==> src/rtl/rst_delay_sup.sv <==
module rst_delay_sup #(
  parameter int LONG_TICKS  = 300,
  parameter int SHORT_TICKS = 20,
  parameter int PROG_W      = 14
) (
  input  logic                  clk,
  input  logic                  rst_n,
  input  logic                  tick,
  input  logic [3:0]            sense_low,
  input  logic                  over_hi,
  input  logic                  mr_n,
  input  logic [7:0]            dly_sel,
  input  logic [4*PROG_W-1:0]   prog_ticks,
  output logic [3:0]            rst_out_n
);
  localparam int PROG_MAX = (1 << PROG_W) - 1;
  localparam int MAX_A    = (LONG_TICKS > SHORT_TICKS) ? LONG_TICKS : SHORT_TICKS;
  localparam int MAX_T    = (MAX_A > PROG_MAX) ? MAX_A : PROG_MAX;
  localparam int CNT_W    = $clog2(MAX_T + 1);

  logic [5:0] raw_flt, sync1, sync2;
  logic [3:0] flt;
  logic [3:0] held;

  assign raw_flt = {over_hi, ~mr_n, sense_low};

  always_ff @(posedge clk) begin
    if (!rst_n) begin
      sync1 <= '1;
      sync2 <= '1;
    end else begin
      sync1 <= raw_flt;
      sync2 <= sync1;
    end
  end

  assign flt[0] = sync2[0] | sync2[4];
  assign flt[1] = sync2[1];
  assign flt[2] = sync2[2];
  assign flt[3] = sync2[3] | sync2[5];

  for (genvar i = 0; i < 4; i++) begin : g_ch
    logic [CNT_W-1:0]  cnt, tgt, nxt;
    logic [PROG_W-1:0] pv;

    assign pv  = prog_ticks[i*PROG_W +: PROG_W];
    assign nxt = cnt + 1'b1;

    always_comb begin
      case (dly_sel[2*i +: 2])
        2'b01:   tgt = CNT_W'(SHORT_TICKS);
        2'b10:   tgt = (pv == '0) ? CNT_W'(1) : CNT_W'(pv);
        default: tgt = CNT_W'(LONG_TICKS);
      endcase
    end

    always_ff @(posedge clk) begin
      if (!rst_n) begin
        held[i] <= 1'b1;
        cnt     <= '0;
      end else if (flt[i]) begin
        held[i] <= 1'b1;
        cnt     <= '0;
      end else if (held[i] && tick) begin
        if (nxt >= tgt) begin
          held[i] <= 1'b0;
          cnt     <= '0;
        end else begin
          cnt <= nxt;
        end
      end
    end

    assign rst_out_n[i] = ~(flt[i] | held[i]);
  end
endmodule

==> config.mk <==
export PLATFORM = sky130hd
export DESIGN_NAME = rst_delay_sup
export DESIGN_NICKNAME = d
export VERILOG_FILES = /design/src/rtl/rst_delay_sup.sv
export SDC_FILE = /design/constraint.sdc
export NUM_CORES = 1
export LEC_CHECK = 0
export BUFFER_PORTS_ARGS = -buffer_cell sky130_fd_sc_hd__buf_2
export CAP_MARGIN = 10
export CORE_UTILIZATION = 53
export DETAILED_ROUTE_END_ITERATION = 8
export HOLD_SLACK_MARGIN = 0.02
export PLACE_DENSITY = 0.88
export RECOVER_POWER = 100
export REMOVE_ABC_BUFFERS = 1
export SYNTH_ARGS = -nofsm -noshare
export SYNTH_HDL_FRONTEND = slang
export SYNTH_SLANG_ARGS = --single-unit
==> constraint.sdc <==
create_clock -name clk -period 3.3 [get_ports clk]
set_clock_uncertainty 0.1 [all_clocks]
set_input_delay 0 -clock clk [delete_from_list [all_inputs] [get_ports clk]]
set_output_delay 0 -clock clk [all_outputs]
set_load 0.1 [all_outputs]
======== Word level (Yosys, flattened, before mapping) ========
Index checks and enable logic that the tools add are counted.
word-level totals
  register bits after elaboration ......... 72
  logic and storage cells ................. 66
  output and inout port bits .............. 4
cells by class
  bitwise gates (word level) .............. 12
  $add $sub $neg .......................... 4
  mux-type cells .......................... 12
  magnitude comparators ................... 4
  reduce and logical (&&, ||, !) cells .... 16
  equal/unequal tests ..................... 8
operators by type and width
  cell                                                  count
  2-to-1 mux 14 bit                                     8
  case mux 14 bit (2 select lines)                      4
  adder 14 x 1 -> 14 bit (second input constant)        4
  >= comparator 14 bit                                  4
  logical NOT 14 bit                                    4
  equality test 2 x 1 -> 1 bit (second input constant)  4
  equality test 2 bit (second input constant)           4
  AND reduction 2 bit                                   4
  OR reduction 2 bit                                    4
  NOT 1 bit                                             6
  bitwise OR 1 bit                                      6
  logical AND 1 bit                                     4

======== Longest topological paths before layout ========
Gate-level depths: netlist of the first run.
  depth in word-level cells ............... 5
  mapped depth ............................ 14
  mapped depth without buffers ............ 12

======== Least setup slack after synthesis of the first run ========
Ideal clock, no wire load.
  path kind ............................... register to register
  start point ............................. register g_ch[2].cnt[2]
  end point ............................... register g_ch[2].cnt[13]
  stages on the path, launching flop included .. 14
  buffers on the path ..................... 1
  clock period less this slack ............ 3121 ps
  path slack .............................. 179 ps
  setup time .............................. 62 ps
  arrival ................................. 2959 ps
  path through ............................ dfxtp_1 > and3_1 > and3_4 > nand3_4 > or3b_4 > xnor2_1 > ha_1 > and4_1 > a21oi_1 > o221ai_1 > or3_1 > clkbuf_1 > or3_1 > nand3_1
on the way
  cells in the longest elaborated chain, start to end .. 3
ends and longest elaborated chain
  item                        line  RTL
  start: declaration          43    logic [CNT_W-1:0] cnt, tgt, nxt;
  start signal: assignment    69    cnt <= nxt;
  adder 14 x 1 -> 14 bit (*)  47    assign nxt = cnt + 1'b1;
  >= comparator 14 bit        65    if (nxt >= tgt) begin
  2-to-1 mux 14 bit (*)       65
Every way passes the cells marked *; elsewhere a longest branch is shown, timed or not.
A chain may end at the register's enable or synchronous reset.

======== Final worst setup path of the first run ========
  start point ............................. register g_ch[1].cnt[0]
  end point ............................... register g_ch[1].cnt[2]
on the way
  cells in the longest elaborated chain, start to end .. 3
ends and longest elaborated chain
  item                        line
  start: declaration          43
  start signal: assignment    69
  adder 14 x 1 -> 14 bit (*)  47
  >= comparator 14 bit        65
  2-to-1 mux 14 bit (*)       65
Marks and branches as above.

==> results of run 1 <==
through the flow:
stage	setup WS (ps)	TNS (ps)	hold WS (ps)
4_1_cts	28.03	0	149.4
6_report	65.65	0	162.0
2_1_floorplan	81.28	0	-38.06
5_1_grt	-111.4	-720.9	206.8
3_3_place_gp	-180.9	-3029	73.07
3_5_place_dp	-427.8	-8109	70.40
cell usage in the layout, fill, tap and decap left out, drive strengths merged, types with 7 or more instances in the layout:
cell         instances
nor2b                7
clkbuf              16
a22o                22
a21oi               43
ha                  68
inv                 26
a21o                16
a21boi               7
nand2               75
nor2                36
nand2b              17
or3                 14
xnor2               27
dlygate4sd3         14
and3                19
o21ai               14
nor3                11
xor2                29
nor4                13
or2                  8
nand4               13
dfxtp               72
nand3               52
buf                108
sequential cells by signal (all words and copies together) (netlist names):
register and count:
g_ch.cnt 56, held 4, sync2 6, sync1 6
cell families (layout without fill, tap and decap cells):
logic type               after synthesis  after routing
buffers and inverters                 46            169
adder cells (fa/ha/maj)               68             68
flip-flops                            72             72
AO/OA/AOI/OAI                        125            125
AND/OR/NAND/NOR                      279            279
XOR/XNOR                              56             56
multiplexers                           1              1
cells in the mapped netlist, types with 4 or more instances:
master	n
a21boi_0	7
xor2_1	29
o21ai_0	14
a21oi_1	43
nor2_1	36
buf_2	4
nand3_1	49
ha_1	68
a211oi_1	4
clkbuf_1	16
dfxtp_1	72
nand2b_1	17
or2_2	6
nor2b_1	7
nor3_1	11
and2_1	5
xnor2_1	27
o21bai_1	5
inv_1	26
a22o_1	22
or3_1	13
nor4_1	12
and3_1	17
nand4_1	13
nand2_1	75
a21o_1	15
nor3b_1	5
where the power goes:
part | total [uW] | switching [uW] | internal (uW)
logic | 216 | 115 | 101
clock network | 715 | 328 | 387
registers | 878 | 3.30 | 875
total | 1810 | 446 | 1360
timing repair:
action	4_1_cts	5_1_grt
setup endpoints to repair	35	46
pin swaps	0	11
setup buffers	0	8
gates resized for setup	8	19
gates cloned	0	0
hold buffers	14	0
hold endpoints to repair	15	0
routing by layer:
layer,vias up,share of wire,global-route usage
met2,146,0.51,0.4184
li1,2559,-,-
met5,-,0,0
met4,0,0.029,0.1315
met3,42,0.046,0.04900
met1,2397,0.42,0.2804
worst paths after layout:
kind,startpoint,end
setup / recovery,g_ch[1].cnt[0],g_ch[1].cnt[2]
hold / removal,prog_ticks[55],held[3]
setup reg to reg,g_ch[1].cnt[0],g_ch[1].cnt[2]
hold reg to reg,sync1[2],sync2[2]
area by class of cell:
class / count / area (um^2)
Clock buffer: 11 / 151.4
Clock inverter: 5 / 55.05
Fill cell: 770 / 3228
Inverter: 26 / 97.59
Multi-Input combinational cell: 529 / 3779
Sequential cell: 72 / 1448
Tap cell: 133 / 166.4
Timing Repair Buffer: 127 / 804.5
worst min-delay path: stages:
cell       delay, ps
buf_2            110
nand2_1           50
ha_1             140
a21oi_1           60
o2111ai_1        100
o211ai_1          90
==> impl_metrics.env, run 1 <==
export IMPL_cp_depth=13
export IMPL_io_pins=77
export IMPL_dieHeight_um=101.8
export IMPL_max_cap_violations=0
export IMPL_drc_errors=0
export IMPL_yosysTopAreaCellShare=0.2731
export IMPL_p_total_uw=1809
export IMPL_rows=36
export IMPL_htree_levels=3
export IMPL_reg2regPathDepth=13
export IMPL_slowest_delay_ps=390
export IMPL_syn_inst=647
export IMPL_drtIter0Drc=202
export IMPL_crit_fanout=8
export IMPL_wl_per_cell_um=14.04
export IMPL_setup_viol=0
export IMPL_crit_buf_inv=1
export IMPL_cts_tree="built"
export IMPL_cts_made_buffers=9
export IMPL_area_growth_pct=23.19
export IMPL_antenna_found_initial=0
export IMPL_synth_edf_count=0
export IMPL_routabilityCongestion=0.8568
export IMPL_synthSimpleGateAreaFrac=0.2779
export IMPL_clock_path_buffers=2
export IMPL_reg2reg_slack_ps=70
export IMPL_place_port_buffers=76
export IMPL_hold_class="primary input to flip-flop"
export IMPL_ant_nets=0
export IMPL_nNetsFinal=906
export IMPL_clkSlewWorstSetupHoldPaths_ps=80
export IMPL_leakage_uw=0.002976
export IMPL_stdcell_area_um2=6501
export IMPL_synth_mux_area_frac=0.001897
export IMPL_track_usage=0.2421
export IMPL_critPathCaptureType="flip-flop"
export IMPL_grt_pass1_wl_um=20070
export IMPL_yosysSeqAreaShare=0.2731
export IMPL_cts_sinks=72
export IMPL_synth_area_top_cells="dfxtp_1 27%, ha_1 16%, nand2_1 5.3%"
export IMPL_grt_remaining_overflow=0
export IMPL_start_util=0.5424
export IMPL_synth_top_family_by_area="simple AND/OR/NAND/NOR gates"
export IMPL_grt_pass1_vias=4814
export IMPL_vias=5144
export IMPL_synth_compound_area_frac=0.1593
export IMPL_synth_top_area_cell="dfxtp_1"
export IMPL_cts_root_buf="clkbuf_8"
export IMPL_placement_cell_area_um2=5962
export IMPL_period_minus_slack_ps=3234
export IMPL_final_core_util=0.6682
export IMPL_slew_violations=0
export IMPL_die_w_um=101.8
export IMPL_path_cells="and3_1, nand3_2, or2_4, nor4_4, xor2_1, ha_1, nand4_1, nor2_4, a221oi_4, and3_4, buf_4, nand2_1, mux2i_1"
export IMPL_layoutNonFillerInstCount=903
export IMPL_synthArstFlopShare=0
export IMPL_worst_path_max_delay_cell="a221oi_4"
export IMPL_worstPathRequired_ps=3480
export IMPL_ys_ff_latch=72
export IMPL_arrival_ps=3420
export IMPL_p_per_area_nw_per_um2=278.3
export IMPL_synthAdderAreaFrac=0.1612
export IMPL_hold_viol=0
export IMPL_layout_drive_gt1_share=0.2065
export IMPL_syn_area_per_cell_um2=8.157
export IMPL_hpwl_um=9447
export IMPL_vdd_drop_max_v=0.0002454
export IMPL_core_area_um2=9729
export IMPL_first_pass_iters=7
export IMPL_dp_cells=865
export IMPL_relSlewSlack=0.1899
export IMPL_synth_xor_area_frac=0.09294
export IMPL_worstSkewPairLatency_ps=350
export IMPL_cpLargestDelayFamily="simple AND/OR/NAND/NOR gates"
export IMPL_path_class="flip-flop to flip-flop"
export IMPL_fmax_mhz=309.2
export IMPL_fin_crit_sh=0.9801
export IMPL_vias_per_cell=5.697
export IMPL_dieArea_um2=10360
export IMPL_outcome="completed"
export IMPL_min_path_cells=6
export IMPL_worst_pin_slew_ps=1220
export IMPL_ys_warn_count=0
export IMPL_synth_area_um2=5278
export IMPL_grt_max_degree=17
export IMPL_cp_start_kind="flip-flop"
export IMPL_ys_types=48
export IMPL_synth_ff_type="dfxtp_1"
export IMPL_totalWireLength_um=12680
export IMPL_antenna_cells=0
No activity file was read; power rests on OpenSTA's default activity.
==> inputs of run 2 (changes only) <==
--- a/config.mk
+++ b/config.mk
@@ -10,7 +10,7 @@
 export CORE_UTILIZATION = 53
 export DETAILED_ROUTE_END_ITERATION = 8
 export HOLD_SLACK_MARGIN = 0.02
-export PLACE_DENSITY = 0.88
+export PLACE_DENSITY = 0.78
 export RECOVER_POWER = 100
 export REMOVE_ABC_BUFFERS = 1
 export SYNTH_ARGS = -nofsm -noshare
==> impl_metrics.env, run 2 (synthesis results as in run 1) <==
export IMPL_worstSkewPairLatency_ps=340
export IMPL_max_cap_violations=0
export IMPL_p_comb_frac=0.115
export IMPL_vias_per_cell=5.604
export IMPL_core_area_um2=9729
export IMPL_hold_viol=0
export IMPL_leakage_uw=0.003022
export IMPL_rows=36
export IMPL_fin_setup_tns_ps=0
export IMPL_area_growth_pct=24.09
export IMPL_cts_root_buf="clkbuf_8"
export IMPL_drtIter0Drc=176
export IMPL_worst_path_max_delay_cell="or3_4"
export IMPL_crit_fanout=5
export IMPL_p_seq_frac=0.479
export IMPL_vdd_drop_max_v=0.0002523
export IMPL_arrival_ps=3350
export IMPL_drc_errors=0
export IMPL_fmax_mhz=314.6
export IMPL_cts_sinks=72
export IMPL_reg_top3="g_ch.cnt: 56 flops, sync1: 6 flops, sync2: 6 flops"
export IMPL_grt_remaining_overflow=0
export IMPL_fillers=823
export IMPL_track_usage=0.2302
export IMPL_antenna_cells=0
export IMPL_wl_per_cell_um=13.36
export IMPL_internal_power_uw=1403
export IMPL_swShare=0.2356
export IMPL_clkSlewWorstSetupHoldPaths_ps=70
export IMPL_final_common_cell="nand2_1"
export IMPL_crit_buf_inv=1
export IMPL_htree_levels=3
export IMPL_grt_pass1_vias=4654
export IMPL_switching_power_uw=432.4
export IMPL_start_util=0.5424
export IMPL_worst_pin_slew_ps=1195
export IMPL_relSlewSlack=0.2065
export IMPL_hold_class="primary input to flip-flop"
export IMPL_cp_start_kind="flip-flop"
export IMPL_setup_viol=0
export IMPL_largest_register="g_ch.cnt"
export IMPL_grt_max_degree=17
export IMPL_routabilityCongestion=0.8872
export IMPL_path_cells="and3_4, and3_4, nand3_4, or3_4, xnor2_1, ha_1, and4_1, a21oi_2, o221ai_2, buf_4, or3_4, or3_1, nand3_1"
export IMPL_clock_path_buffers=2
export IMPL_critPathCaptureType="flip-flop"
export IMPL_cpLargestDelayFamily="simple AND/OR/NAND/NOR gates"
export IMPL_grt_pass1_wl_um=19180
export IMPL_path_class="flip-flop to flip-flop"
export IMPL_hpwl_um=9341
export IMPL_vias=5088
export IMPL_layout_drive_gt1_share=0.2194
export IMPL_place_port_buffers=76
export IMPL_slowest_delay_ps=380
export IMPL_fin_crit_sh=0.9633
export IMPL_antenna_found_initial=0
export IMPL_mostFrequentLayoutCells="75 x nand2_1, 71 x buf_2, 69 x dfxtp_1"
export IMPL_dieArea_um2=10360
export IMPL_outcome="completed"
export IMPL_first_pass_iters=4
export IMPL_p_clk_frac=0.407
export IMPL_ant_nets=0
export IMPL_dp_cells=872
export IMPL_p_per_area_nw_per_um2=280.2
export IMPL_die_w_um=101.8
export IMPL_io_pins=77
export IMPL_final_core_util=0.6731
export IMPL_dieHeight_um=101.8
export IMPL_layoutNonFillerInstCount=908
export IMPL_slew_violations=0
export IMPL_worstPathRequired_ps=3480
export IMPL_largest_register_ffs=56
export IMPL_period_minus_slack_ps=3179
export IMPL_totalWireLength_um=12130
export IMPL_cts_made_buffers=9
export IMPL_cts_tree="built"
export IMPL_nNetsFinal=911
run 2: what timing repair did:
action | 4_1_cts | 5_1_grt
hold endpoints to repair | 16 | 0
pin swaps | 0 | 8
setup endpoints to repair | 29 | 36
buffers inserted | 0 | 6
hold buffers | 14 | 0
resized for setup | 6 | 27
run 2: cell type report:
cell class	count	area, um^2	area share
clock buffer	11	131.4	0.02006
clock inverter	5	81.33	0.01242
inverter	26	97.59	0.01490
multi-input combinational	529	3797	0.5799
sequential	72	1445	0.2207
tap	133	166.4	0.02541
timing repair buffer	132	829.5	0.1267
run 2: power groups by stage:
stage	registers (uW)	clock network, uW	logic [uW]
floorplan	898	0	101
global placement	898	0	178
detailed placement	898	0	189
CTS	878	762	203
global route	878	803	237
finish	878	746	211
run 2: per-stage QoR:
step	total power (uW)	area [um^2]	setup WS, ps	hold slack, ps
after global placement	1076	6015	-152.2	59.65
after detailed placement	1087	6015	-282.2	72.79
after global routing	1918	6549	-44.87	217.8
after CTS	1843	6396	39.17	142.9
after floorplan	998.6	5197	81.28	-38.06
final	1835	6549	121.2	163.2
run 2: layer usage:
| layer | track usage | wire length [um] | up-vias |
|---|---|---|---|
| met3 | 0.04348 | 546 | 27 |
| met1 | 0.2770 | 5371 | 2382 |
| met4 | 0.07135 | 235 | 0 |
| met5 | 0 | 0 | - |
| li1 | - | - | 2566 |
| met2 | 0.4122 | 5977 | 113 |
run 2: worst paths after layout:
kind,start,endpoint,slack (ps),cells past startpoint
setup / recovery,g_ch[0].cnt[4],g_ch[0].cnt[13],120,13
hold / removal,prog_ticks[55],held[3],160,6
setup reg to reg,g_ch[0].cnt[4],g_ch[0].cnt[13],120,13
hold reg to reg,sync1[5],sync2[5],310,1
run 2: worst min-delay path: stages:
cell       delay [ps]
buf_2             110
nand2_1            60
ha_1              130
a21oi_1            60
o2111ai_1          90
o211ai_1           90
